<file path="config.mk">
export PLATFORM = sky130hd
export DESIGN_NAME = nmi_flag_reg
export DESIGN_NICKNAME = d
export VERILOG_FILES = /design/src/rtl/nmi_flag_pkg.sv /design/src/rtl/nmi_edge_sync.sv /design/src/rtl/nmi_flag_cell.sv /design/src/rtl/nmi_flag_reg.sv
export SDC_FILE = /design/constraint.sdc
export NUM_CORES = 1
export LEC_CHECK = 0
export BUFFER_PORTS_ARGS = -buffer_cell sky130_fd_sc_hd__buf_4
export CORE_MARGIN = 2
export CORE_UTILIZATION = 21
export DETAILED_ROUTE_END_ITERATION = 10
export GPL_TIMING_DRIVEN = 0
export PLACE_DENSITY = 0.78
export SLEW_MARGIN = 20
export SYNTH_ARGS = -nofsm -noshare
export SYNTH_HDL_FRONTEND = slang
export SYNTH_SLANG_ARGS = --single-unit
</file>
<file path="constraint.sdc">
create_clock -name clk -period 0.8 [get_ports clk]
set_input_delay 0 -clock clk [delete_from_list [all_inputs] [get_ports clk]]
set_output_delay 0 -clock clk [all_outputs]
set_load 0.05 [all_outputs]
</file>
<file path="src/rtl/nmi_flag_pkg.sv">
package nmi_flag_pkg;

    localparam int unsigned NUM_SRC   = 3;
    localparam int unsigned BIT_EXT   = 0;
    localparam int unsigned BIT_WDT   = 1;
    localparam int unsigned BIT_SYS   = 2;

    typedef struct packed {
        logic sys_err;
        logic wdt_ovf;
        logic ext_nmi;
    } nmi_flags_t;

    typedef struct packed {
        logic soft_clr;
        logic set_ev;
        logic wr_clr;
    } flag_ctl_t;

    function automatic logic flag_next(input logic cur, input flag_ctl_t c);
        logic n;
        if (c.soft_clr)      n = 1'b0;
        else if (c.set_ev)   n = 1'b1;
        else if (c.wr_clr)   n = 1'b0;
        else                 n = cur;
        return n;
    endfunction

    function automatic logic any_pending(input nmi_flags_t f);
        return f.sys_err | f.wdt_ovf | f.ext_nmi;
    endfunction

endpackage

</file>
<file path="src/rtl/nmi_edge_sync.sv">
module nmi_edge_sync #(
    parameter int unsigned SYNC_STAGES = 2
) (
    input  logic clk,
    input  logic rst,
    input  logic async_in,
    output logic rise_pulse
);
    localparam int unsigned LAST = SYNC_STAGES - 1;

    logic [SYNC_STAGES-1:0] chain_q;
    logic                   prev_q;

    always_ff @(posedge clk) begin
        if (rst) begin
            chain_q <= '0;
            prev_q  <= 1'b0;
        end else begin
            chain_q[0] <= async_in;
            prev_q     <= chain_q[LAST];
        end
    end

    generate
        for (genvar g = 1; g < SYNC_STAGES; g++) begin : g_stage
            always_ff @(posedge clk) begin
                if (rst) chain_q[g] <= 1'b0;
                else     chain_q[g] <= chain_q[g-1];
            end
        end
    endgenerate

    assign rise_pulse = chain_q[LAST] & ~prev_q;

    // an edge produces a single-cycle pulse only
    p_single_pulse_r3: assert property (@(posedge clk) disable iff (rst)
        rise_pulse |=> !rise_pulse);

endmodule

</file>
<file path="src/rtl/nmi_flag_cell.sv">
module nmi_flag_cell
    import nmi_flag_pkg::*;
#(
    parameter bit CLEARABLE = 1'b1
) (
    input  logic clk,
    input  logic rst,
    input  logic soft_clr,
    input  logic set_ev,
    input  logic wr_clr,
    output logic flag_q
);
    flag_ctl_t ctl;

    always_comb begin
        ctl.soft_clr = soft_clr;
        ctl.set_ev   = set_ev;
        ctl.wr_clr   = CLEARABLE ? wr_clr : 1'b0;
    end

    always_ff @(posedge clk) begin
        if (rst) flag_q <= 1'b0;
        else     flag_q <= flag_next(flag_q, ctl);
    end

    // a source event always leaves the flag set unless a self-reset arrives
    p_set_wins_r9: assert property (@(posedge clk) disable iff (rst)
        (set_ev && !soft_clr) |=> flag_q);

    // nothing but an event raises the flag
    p_no_sw_set_r6: assert property (@(posedge clk) disable iff (rst)
        (!flag_q && !set_ev) |=> !flag_q);

    // self-reset empties the flag
    p_soft_clear_r8: assert property (@(posedge clk) disable iff (rst)
        soft_clr |=> !flag_q);

    generate
        if (CLEARABLE) begin : g_w1c
            // write-one clears a set flag
            p_w1c_r5: assert property (@(posedge clk) disable iff (rst)
                (flag_q && wr_clr && !set_ev) |=> !flag_q);
            p_hold_r5: assert property (@(posedge clk) disable iff (rst)
                (flag_q && !wr_clr && !soft_clr) |=> flag_q);
        end else begin : g_sticky
            // writes cannot clear this flag
            p_sticky_r7: assert property (@(posedge clk) disable iff (rst)
                (flag_q && !soft_clr) |=> flag_q);
        end
    endgenerate

endmodule

</file>
<file path="src/rtl/nmi_flag_reg.sv">
module nmi_flag_reg
    import nmi_flag_pkg::*;
#(
    parameter int unsigned ADDR_W      = 32,
    parameter int unsigned DATA_W      = 16,
    parameter logic [ADDR_W-1:0] REG_ADDR = 32'h3400_0100,
    parameter int unsigned SYNC_STAGES = 2
) (
    input  logic              clk,
    input  logic              rst,
    input  logic              wdt_self_rst,
    input  logic              ext_nmi_in,
    input  logic              wdt_ovf_pulse,
    input  logic              sys_err_pulse,
    input  logic [ADDR_W-1:0] bus_addr,
    input  logic              bus_we,
    input  logic [DATA_W-1:0] bus_wdata,
    output logic [DATA_W-1:0] bus_rdata,
    output logic              nmi_req
);
    localparam int unsigned PAD_W = DATA_W - NUM_SRC;

    logic              hit;
    logic              wr_hit;
    logic              ext_rise;
    logic [NUM_SRC-1:0] set_vec;
    logic [NUM_SRC-1:0] clr_vec;
    logic [NUM_SRC-1:0] flag_vec;
    nmi_flags_t        flags;

    assign hit    = (bus_addr == REG_ADDR);
    assign wr_hit = hit & bus_we;

    nmi_edge_sync #(.SYNC_STAGES(SYNC_STAGES)) u_sync (
        .clk        (clk),
        .rst        (rst),
        .async_in   (ext_nmi_in),
        .rise_pulse (ext_rise)
    );

    always_comb begin
        set_vec          = '0;
        set_vec[BIT_EXT] = ext_rise;
        set_vec[BIT_WDT] = wdt_ovf_pulse;
        set_vec[BIT_SYS] = sys_err_pulse;
        clr_vec          = bus_wdata[NUM_SRC-1:0] & {NUM_SRC{wr_hit}};
    end

    generate
        for (genvar i = 0; i < NUM_SRC; i++) begin : g_flag
            nmi_flag_cell #(.CLEARABLE(i != BIT_SYS)) u_cell (
                .clk      (clk),
                .rst      (rst),
                .soft_clr (wdt_self_rst),
                .set_ev   (set_vec[i]),
                .wr_clr   (clr_vec[i]),
                .flag_q   (flag_vec[i])
            );
        end
    endgenerate

    always_comb begin
        flags.ext_nmi = flag_vec[BIT_EXT];
        flags.wdt_ovf = flag_vec[BIT_WDT];
        flags.sys_err = flag_vec[BIT_SYS];
    end

    assign nmi_req   = any_pending(flags);
    assign bus_rdata = hit ? {{PAD_W{1'b0}}, flags.sys_err, flags.wdt_ovf, flags.ext_nmi}
                           : '0;

    // request drops after self-reset
    p_selfrst_req_r8: assert property (@(posedge clk) disable iff (rst)
        wdt_self_rst |=> !nmi_req);

    // a write elsewhere cannot clear a pending request
    p_miss_ignored_r11: assert property (@(posedge clk) disable iff (rst)
        (nmi_req && !hit && !wdt_self_rst) |=> nmi_req);

    // a watchdog pulse raises the request
    p_wdt_req_r4: assert property (@(posedge clk) disable iff (rst)
        (wdt_ovf_pulse && !wdt_self_rst) |=> nmi_req);

endmodule

</file>
### Word level (Yosys, flattened, before mapping)

Index checks and enable logic that the tools add are counted.

* flip-flop bits (word level): 3
* input bits: 55
* output and inout port bits: 17
* word-level logic and storage cells: 14

* eq/ne operators: 1
* mux-type cells: 4
* bitwise logic cells: 4
* reduce and logical (&&, ||, !) cells: 2

Operator list (count)
* $eq 32x30->1 const B: 1
* $mux 1: 3
* $mux 3: 1
* $and 2x2->2: 1
* $or 1x1->1: 2
* $reduce_bool 2->1: 1
* $reduce_or 2->1: 1
* $and 1x1->1: 1

### Depth between registers and ports, before layout

Gate-level depths: netlist (run 1).

* depth after elaboration: 5
* depth in mapped cells: 4
* gate-level depth less buffers: 4

### Modules after synthesis

From an unflattened synthesis (run 1), not the netlist that was laid out.

* cells, all modules: 50
* area, all modules: 432.9 um^2

Modules (own cells, without submodules)
* nmi_flag_reg: times used 1, cells each 37, area each 297.8 um^2
* nmi_flag_cell at g_flag[0].u_cell ...: times used 2, cells each 4, area each 45.0 um^2
* nmi_flag_cell at g_flag[2].u_cell: times used 1, cells each 3, area each 33.8 um^2
* nmi_edge_sync: times used 1, cells each 2, area each 11.3 um^2

### Worst setup path after synthesis (run 1)

No wires, ideal clock.

* kind: input port to output port
* from: in bus_addr[25]
* to: out bus_rdata[1]
* data arrival time: 0.930 ns
* slack: -0.130 ns
* stages: 4
* path buffers: 0
* cell sequence: nor4_2 nand4_1 nor2_1 and2_1

* cells in the longest elaborated chain, start to end: 2

Ends and longest elaborated chain
* start: declaration: RTL line nmi_flag_reg.sv:15 `input logic [ADDR_W-1:0] bus_addr,`
* $eq 32x30->1: RTL line nmi_flag_reg.sv:31 `assign hit = (bus_addr == REG_ADDR);`
* $mux 3: RTL line nmi_flag_reg.sv:69 `assign bus_rdata = hit ? {{PAD_W{1'b0}}, flags.sys_err, flags.wdt_ovf, flags.ext_nmi}`
* end: declaration: RTL line nmi_flag_reg.sv:18 `output logic [DATA_W-1:0] bus_rdata,`

Every way passes these cells.

### Worst setup path in the final report (run 1)

* from: in bus_addr[23]
* to: out bus_rdata[2]

Same word-level chain as after synthesis.

==> results of run 1 <==
[cell usage in the layout (no fill, tap or decap)]
master | synthesis | final
nor4b_2 | 1 | 1
buf_8 | 0 | 3
and2_4 | 0 | 2
nand2_1 | 1 | 1
nor2_1 | 3 | 2
a21oi_2 | 0 | 1
o21ai_0 | 1 | 1
nor2_2 | 0 | 1
dfxtp_2 | 0 | 2
o21a_1 | 1 | 1
dlygate4sd3_1 | 0 | 1
conb_1 | 1 | 14
clkbuf_4 | 0 | 3
buf_6 | 0 | 8
nor4_4 | 0 | 5
buf_4 | 14 | 45
nand4_1 | 2 | 2
and4b_1 | 1 | 1
or2_4 | 0 | 1
nor4_2 | 3 | 1
[per-layer routing]
metal | up-vias | global-route usage, % | wire [um]
met5 | - | 0 | 0
met3 | 4 | 5.22 | 114
li1 | 223 | - | -
met1 | 183 | 11.7 | 363
met2 | 26 | 35.9 | 899
met4 | 0 | 9.68 | 43
[power groups by stage]
stage          Clock (mW)  Sequential [mW]  Combinational (mW)
2_1_floorplan           0            0.109               0.233
3_3_place_gp            0            0.109               0.383
3_5_place_dp            0            0.109               0.387
4_1_cts             0.227            0.110               0.421
5_1_grt             0.245            0.111               0.481
6_report            0.218            0.110               0.461
[final cells by class]
class                           instances  area, um2  area share (%)
Timing Repair Buffer                   43        378            44.9
Tap cell                               15       18.8            2.23
Buffer                                 14        105            12.5
Clock buffer                            3       22.5            2.68
Multi-Input combinational cell         34        274            32.6
Sequential cell                         2       42.5            5.06
[final timing paths]
kind | start | end | slack (ns) | cells past startpoint
max | bus_addr[23] | bus_rdata[2] | -0.18 | 6
min | rst | g_flag[2].u_cell.flag_q$_SDFFE_PP0P_ | 0.03 | 3
max reg2reg | g_flag[1].u_cell.flag_q$_SDFFE_PP0P_ | g_flag[1].u_cell.flag_q$_SDFFE_PP0P_ | 0.12 | 2
min reg2reg | g_flag[2].u_cell.flag_q$_SDFFE_PP0P_ | g_flag[2].u_cell.flag_q$_SDFFE_PP0P_ | 0.48 | 1
[cells by family (layout without fill, tap and decap cells)]
group           count (synthesis)  after routing  synth area share (%)
buf+inv                        14             60                  35.7
other cells                     1             14                  1.28
flops                           2              2                  13.6
simple gates                   17             17                  43.4
compound gates                  3              3                  5.96
[repair_timing]
item	in CTS	in global routing
buffers inserted	3	1
setup endpoints to repair	3	4
pin swaps	8	9
hold buffers	1	0
resized for setup	23	8
endpoints found under the hold margin	1	0
[worst min-delay path, stage by stage]
cell	delay (ns)
buf_4	0.07
nor2_1	0.04
o21a_1	0.09
==> reports/results.tsv, run 1 <==
metric	value	unit
ANT nets after route	0	
Crit path required time	0.80	ns
sequential element share of the synthesized area	13.6	%
Nets	153	
part of the power in combinational logic	58.4	%
drt pass-1 iters	4	
CTS tree	done	
Synth cell types	15	
I/O pin count	72	
largest net degree at the start of global routing	4	
CP top delay family	simple AND/OR/NAND/NOR gates	
clock power share	27.6	%
DPL Wire Length	954	um
Syn Area/Cell	7.95	um2
Largest register FFs	2	
run status	complete, but fails checks	
share of cells above drive strength 1	76.0	%
Fin. Hold Viols	0	
Setup violations, final	3	
Peak supply drop	507	uV
cell with the most instances after synthesis	buf_4	
Filler Cell Count	115	
Site Rows	13	
Setup WS post-layout	-0.180	ns
final slew viol count	0	
post-route cell area	841	um2
die footprint	0.00172	mm2
clk slew on worst S/H paths	0.03	ns
synthesized flop and latch total	2	
CP cell instances	buf_6 > nor4_4 > nand4_1 > nor2_2 > and2_4 > buf_8	
Final Critical Period	0.980	ns
CP arrival	0.98	ns
Worst Path Max Fanout	3	
Area Growth Syn to Fin	186	%
async set-reset flop share out of synthesis	0	%
switching pwr	0.300	mW
CP peak stage delay	0.27	ns
clk sinks	2	
critical path buffer and inverter count	2	
total power draw	0.789	mW
initial antenna violation count	0	
WHS	0.0297	ns
Synth top area share	35.7	%
wire length per cell	12.8	um
MaxCap Viol Count	0	
cts bufs inserted	3	
maximum clock rate	1.02	GHz
Residual DRC	0	
Final Non-Filler Cells	111	
Leak	0.423	nW
global-route wire length before repair	2.13	mm
startpoint types	input pin	
Root Buffer	clkbuf_4	
crit end category	output port	
Yosys top cell by area	buf_4	
Syn Inst Count	37	
aggregate global-route resource usage	16.7	%
Flop pwr share	14.0	%
critical path's slowest cell	nor4_4	
Post-synth EDFFs	0	
PortBufs	41	
GRT Residual Overflow	0	
placed insts	106	
Synth Cell Area	294	um2
Core ar.	0.00130	mm2
clk buf depth	2	
Power Density	939	mW/mm2
Worst Skew	0	ns
Via density	3.93	
Net Sw Frac	38.0	%
Clk Latency, worst-skew pair	0.22	ns
cell-internal power	0.489	mW
Post-DP Area	672	um2
Final GP Congestion	0.719	
setup_tns	-0.497	ns
worst slack at placement	-0.260	ns
Initial Util	22.6	%
Hold Path Class	input pin to flip-flop	
synth warn	1	
Die W	41.4	um
RSZ-0062 raised after global routing	true	
DIE HEIGHT	41.4	um
number of global-route vias before repair	493	
WS Path Type	input pin to output port	
Largest regs	g_flag.u_cell.flag_q: 2 flops	
Routed WL	1.42	mm
most used flip-flop cell after synthesis	dfxtp_1	
H-tree depth	1	
Largest Register	g_flag.u_cell.flag_q	
Final Util	64.6	%
Ant. Diodes	0	
synth top area cells	buf_4 36%, dfxtp_1 14%, nor4_2 13%	
DRT iter0 DRCs	1	
Commonest cells post-synth	14 x buf_4, 3 x nor2_1, 3 x nor4_1, 3 x nor4_2	
failing checks	setup timing	
final period utilization	123	%
vias	436	
No activity file was read; power rests on OpenSTA's default activity.
==> run 2: changes to the inputs <==
--- a/config.mk
+++ b/config.mk
@@ -11,6 +11,7 @@
 export DETAILED_ROUTE_END_ITERATION = 10
 export GPL_TIMING_DRIVEN = 0
 export PLACE_DENSITY = 0.78
+export RECOVER_POWER = 25
 export SLEW_MARGIN = 20
 export SYNTH_ARGS = -nofsm -noshare
 export SYNTH_HDL_FRONTEND = slang
==> reports/results.tsv, run 2 (same netlist as run 1, synthesis figures left out) <==
metric	value	unit	change
run status	complete, but fails checks		
failing checks	setup timing		
Worst Skew	0	ns	unchanged
Largest regs	g_flag.u_cell.flag_q: 2 flops		
CP cell instances	buf_6 > nor4_4 > nand4_1 > nor2_2 > and2_4 > buf_8		
initial antenna violation count	0		unchanged
Fin. Hold Viols	0		unchanged
WHS	0.0297	ns	unchanged
Worst Path Max Fanout	3		unchanged
Routed WL	1.42	mm	about the same
post-route cell area	841	um2	unchanged
CTS tree	done		
Residual DRC	0		unchanged
Crit path required time	0.80	ns	about the same
aggregate global-route resource usage	16.7	%	unchanged
Leak	0.423	nW	about the same
wire length per cell	12.8	um	about the same
CP peak stage delay	0.27	ns	about the same
Setup violations, final	3		unchanged
Clk Latency, worst-skew pair	0.22	ns	about the same
PortBufs	41		unchanged
clk slew on worst S/H paths	0.03	ns	about the same
drt pass-1 iters	4		unchanged
critical path's slowest cell	nor4_4		
number of global-route vias before repair	493		unchanged
Core ar.	0.00130	mm2	unchanged
GRT Residual Overflow	0		unchanged
R2R setup slack	0.12	ns	about the same
MaxCap Viol Count	0		unchanged
ANT nets after route	0		unchanged
Ant. Diodes	0		unchanged
Setup WS post-layout	-0.180	ns	unchanged
Die W	41.4	um	unchanged
Largest register FFs	2		unchanged
Peak supply drop	507	uV	about the same
DPL Wire Length	954	um	unchanged
Site Rows	13		unchanged
die footprint	0.00172	mm2	unchanged
Hold Path Class	input pin to flip-flop		
H-tree depth	1		unchanged
DRT iter0 DRCs	1		unchanged
share of cells above drive strength 1	76.0	%	unchanged
Largest Register	g_flag.u_cell.flag_q		
RSZ-0062 raised after global routing	true		
vias	436		unchanged
Power Density	938	mW/mm2	about the same
Root Buffer	clkbuf_4		
DIE HEIGHT	41.4	um	unchanged
maximum clock rate	1.02	GHz	unchanged
WHS Path Cells	3		unchanged
global-route wire length before repair	2.13	mm	unchanged
Post-DP Area	672	um2	unchanged
CP arrival	0.98	ns	about the same
crit end category	output port		
hold path start	rst		
I/O pin count	72		unchanged
WS Path Type	input pin to output port		
Final GP Congestion	0.719		unchanged
final period utilization	123	%	unchanged
clk buf depth	2		unchanged
critical path buffer and inverter count	2		unchanged
startpoint types	input pin		
most common cell after layout, fill and taps aside	buf_4		
final slew viol count	0		unchanged
Nets	153		unchanged
Initial Util	22.6	%	unchanged
Crit Reg-Reg Endpoint	g_flag[1].u_cell.flag_q$_SDFFE_PP0P_		
commonest non-fill, non-tap cells in the layout	44 x buf_4, 14 x conb_1, 8 x buf_6		
R2R cell count	2		unchanged
Area Growth Syn to Fin	186	%	unchanged
cts bufs inserted	3		unchanged
CP top delay family	simple AND/OR/NAND/NOR gates		
largest net degree at the start of global routing	4		unchanged
Hold Path Sink	g_flag[2].u_cell.flag_q$_SDFFE_PP0P_		
r2r startpoint	g_flag[1].u_cell.flag_q$_SDFFE_PP0P_		
Via density	3.93		unchanged
Final Critical Period	0.980	ns	unchanged
clk sinks	2		unchanged
## run 2: cell count changes in the layout (fill, tap and decap cells not counted)
cell | previous run | this run
buf_4 | 45 | 44
clkbuf_4 | 3 | 4
## run 2: repair_timing
action,4_1_cts,5_1_grt
gates resized for setup,23,8
buffers inserted,3,1
hold buffers,1,0
setup endpoints to repair,3,4
endpoints found under the hold margin,1,0
pin swaps,8,9
## run 2: worst max-delay path by stage
| stage | startpoint | end | cells after the start |
|---|---|---|---|
| after floorplan | bus_addr[25] | bus_rdata[1] | 4 |
| after global placement | bus_addr[10] | bus_rdata[1] | 6 |
| after detailed placement | bus_addr[17] | bus_rdata[1] | 6 |
| after CTS | bus_addr[22] | bus_rdata[1] | 6 |
| after global routing | bus_addr[30] | bus_rdata[1] | 6 |
| final | bus_addr[23] | bus_rdata[2] | 6 |
## run 2: metrics by stage
stage	std cells	setup slack, ns	setup TNS, ns	util [%]	power [mW]
5_1_grt	111	-0.226	-0.622	64.6	0.836
3_3_place_gp	106	-0.265	-0.652	51.6	0.493
6_report	111	-0.180	-0.497	64.6	0.789
3_5_place_dp	106	-0.260	-0.642	51.6	0.497
2_1_floorplan	50	-0.00253	-0.00506	-	0.341
4_1_cts	113	-0.177	-0.576	62.5	0.758
## run 2: tightest hold or removal path: stages
cell	delay [ns]
buf_4	0.07
nor2_1	0.04
o21a_1	0.09
## run 2: routing by layer
layer | global-route usage, % | wire length (um) | part of all wire [%]
met1 | 11.7 | 362 | 26
met2 | 35.9 | 898 | 63
met3 | 5.22 | 114 | 8.0
met4 | 9.68 | 43 | 3.0
met5 | 0 | 0 | 0
## run 2: final cells by class
| type | count | area [um2] |
|---|---|---|
| clock buffer | 3 | 22.5 |
| fill | 115 | 460 |
| tap | 15 | 18.8 |
| multi-input combinational | 34 | 274 |
| timing repair buffer | 43 | 378 |
| buffer | 14 | 105 |
| sequential | 2 | 42.5 |
## run 2: report_power, final
| part | switching (mW) | internal, mW |
|---|---|---|
| Combinational | 0.244 | 0.217 |
| Clock | 0.0526 | 0.165 |
| Sequential | 0.00387 | 0.107 |
==> run 3: changes to the inputs <==
--- a/config.mk
+++ b/config.mk
@@ -6,7 +6,7 @@
 export NUM_CORES = 1
 export LEC_CHECK = 0
 export BUFFER_PORTS_ARGS = -buffer_cell sky130_fd_sc_hd__buf_4
-export CORE_MARGIN = 2
+export CORE_MARGIN = 5
 export CORE_UTILIZATION = 21
 export DETAILED_ROUTE_END_ITERATION = 10
 export GPL_TIMING_DRIVEN = 0
==> reports/results.tsv, run 3 (same netlist as run 1, synthesis figures left out) <==
metric	value	unit	change
final slew viol count	0		unchanged
I/O pin count	72		unchanged
aggregate global-route resource usage	10.2	%	-6.5 points
clk slew on worst S/H paths	0.03	ns	about the same
PortBufs	41		unchanged
worst setup path endpoint	bus_rdata[1]		
initial antenna violation count	0		unchanged
WS Path Type	input pin to output port		
largest net degree at the start of global routing	4		unchanged
Worst Path Max Fanout	3		unchanged
Site Rows	13		unchanged
die footprint	0.00225	mm2	+31%
Root Buffer	clkbuf_4		
Filler Cell Count	128		+11%
crit path from	bus_addr[11]		
failing checks	setup timing		
startpoint types	input pin		
Power Density	940	mW/mm2	+0.17%
wire length per cell	11.1	um	-13%
commonest non-fill, non-tap cells in the layout	44 x buf_4, 14 x conb_1, 8 x buf_6		
Peak supply drop	446	uV	-12%
Fin. Hold Viols	0		unchanged
Post-DP Area	672	um2	unchanged
Initial Util	22.3	%	-0.28 points
crit end category	output port		
GRT Residual Overflow	0		unchanged
Final Critical Period	0.960	ns	-0.0202 ns
Die W	47.4	um	+14%
Ant. Diodes	0		unchanged
met3 Use GR	1.50	%	-3.7 points
RSZ-0062 raised after global routing	true		
global-route wire length before repair	1.56	mm	-27%
final period utilization	120	%	-2.5 points
vias	427		-2.1%
Largest Register	g_flag.u_cell.flag_q		
ANT nets after route	0		unchanged
CP arrival	0.96	ns	-0.02 ns
worst slack at placement	-0.276	ns	-0.0166 ns
share of cells above drive strength 1	75.0	%	-1.0 points
Core ar.	0.00132	mm2	+1.2%
Area Growth Syn to Fin	176	%	
GR Util met1	7.59	%	-4.2 points
Leak	0.419	nW	-1.0%
DIE HEIGHT	47.4	um	+14%
Crit path required time	0.80	ns	about the same
Worst Skew	0	ns	unchanged
Via density	3.85		-2.1%
Clk Latency, worst-skew pair	0.22	ns	about the same
Routed WL	1.24	mm	-13%
clk buf depth	2		unchanged
r2r startpoint	g_flag[1].u_cell.flag_q$_SDFFE_PP0P_		
clk sinks	2		unchanged
GR Layer Usage met2	23.3	%	-13 points
cts bufs inserted	3		unchanged
Hold Path Class	input pin to flip-flop		
run status	complete, but fails checks		
most common cell after layout, fill and taps aside	buf_4		
DRT iter0 DRCs	0		-1
maximum clock rate	1.04	GHz	+2.1%
H-tree depth	1		unchanged
Final Util	61.5	%	-3.1 points
CTS tree	done		
R2R setup slack	0.16	ns	+0.04 ns
Setup WS post-layout	-0.160	ns	+0.0202 ns
Setup violations, final	3		unchanged
drt pass-1 iters	1		-3
Residual DRC	0		unchanged
Largest register FFs	2		unchanged
number of global-route vias before repair	416		-16%
Largest regs	g_flag.u_cell.flag_q: 2 flops		
Crit Reg-Reg Endpoint	g_flag[1].u_cell.flag_q$_SDFFE_PP0P_		
Final GP Congestion	0.756		+5.2%
MaxCap Viol Count	0		unchanged
Nets	153		unchanged
R2R cell count	2		unchanged
GRT busiest layer	met2		
post-route cell area	811	um2	-3.6%
==> run 3: per-stage QoR <==
| step | TNS, ns | std cells | power, mW | hold WS (ns) |
|---|---|---|---|---|
| 2_1_floorplan | -0.00506 | 50 | 0.341 | 0.110 |
| 3_3_place_gp | -0.667 | 106 | 0.493 | 0.198 |
| 3_5_place_dp | -0.678 | 106 | 0.498 | 0.200 |
| 4_1_cts | -0.484 | 111 | 0.773 | 0.0104 |
| 5_1_grt | -0.536 | 111 | 0.803 | 0.0294 |
| 6_report | -0.447 | 111 | 0.762 | 0.0241 |
==> run 3: cell type report <==
class	instances	area (um2)	area share (%)
clock buffers	3	22.5	2.78
multi-input cells	34	244	30.1
plain buffers	14	105	13.0
flip-flops and latches	2	42.5	5.25
repair buffers	43	378	46.6
well taps	15	18.8	2.31
==> run 3: how the worst min path moves through the flow <==
stage / from / end / cells past startpoint
after global routing: rst / g_flag[2].u_cell.flag_q$_SDFFE_PP0P_ / 3
final: rst / g_flag[2].u_cell.flag_q$_SDFFE_PP0P_ / 3
after global placement: sys_err_pulse / g_flag[2].u_cell.flag_q$_SDFFE_PP0P_ / 2
after CTS: rst / g_flag[2].u_cell.flag_q$_SDFFE_PP0P_ / 3
after detailed placement: sys_err_pulse / g_flag[2].u_cell.flag_q$_SDFFE_PP0P_ / 2
after floorplan: sys_err_pulse / g_flag[2].u_cell.flag_q$_SDFFE_PP0P_ / 1
==> run 3: where the power goes <==
part	internal [mW]	switching [mW]	total [mW]	leakage, nW
Clock	0.165	0.0507	0.216	0.0138
Combinational	0.212	0.225	0.437	0.388
Sequential	0.106	0.00334	0.110	0.0172
Total	0.483	0.279	0.762	0.419
==> run 3: repair_timing <==
action / 4_1_cts / 5_1_grt
gates resized for setup: 24 / 1
endpoints found under the hold margin: 1 / 0
hold buffers: 1 / 0
setup buffers: 1 / 0
pin swaps: 12 / 3
endpoints found under the setup margin: 3 / 3
==> run 3: critical path, stage by stage <==
cell and delay (ns):
buf_4 0.11, nor4b_2 0.24, nand4_1 0.13, nor2_2 0.18
and2_4 0.17, buf_8 0.13
==> run 3: layer usage <==
| metal | vias to the layer above | wire [um] |
|---|---|---|
| met2 | 20 | 832 |
| li1 | 224 | - |
| met5 | - | 0 |
| met3 | 0 | 121 |
| met1 | 183 | 281 |
| met4 | 0 | 0 |
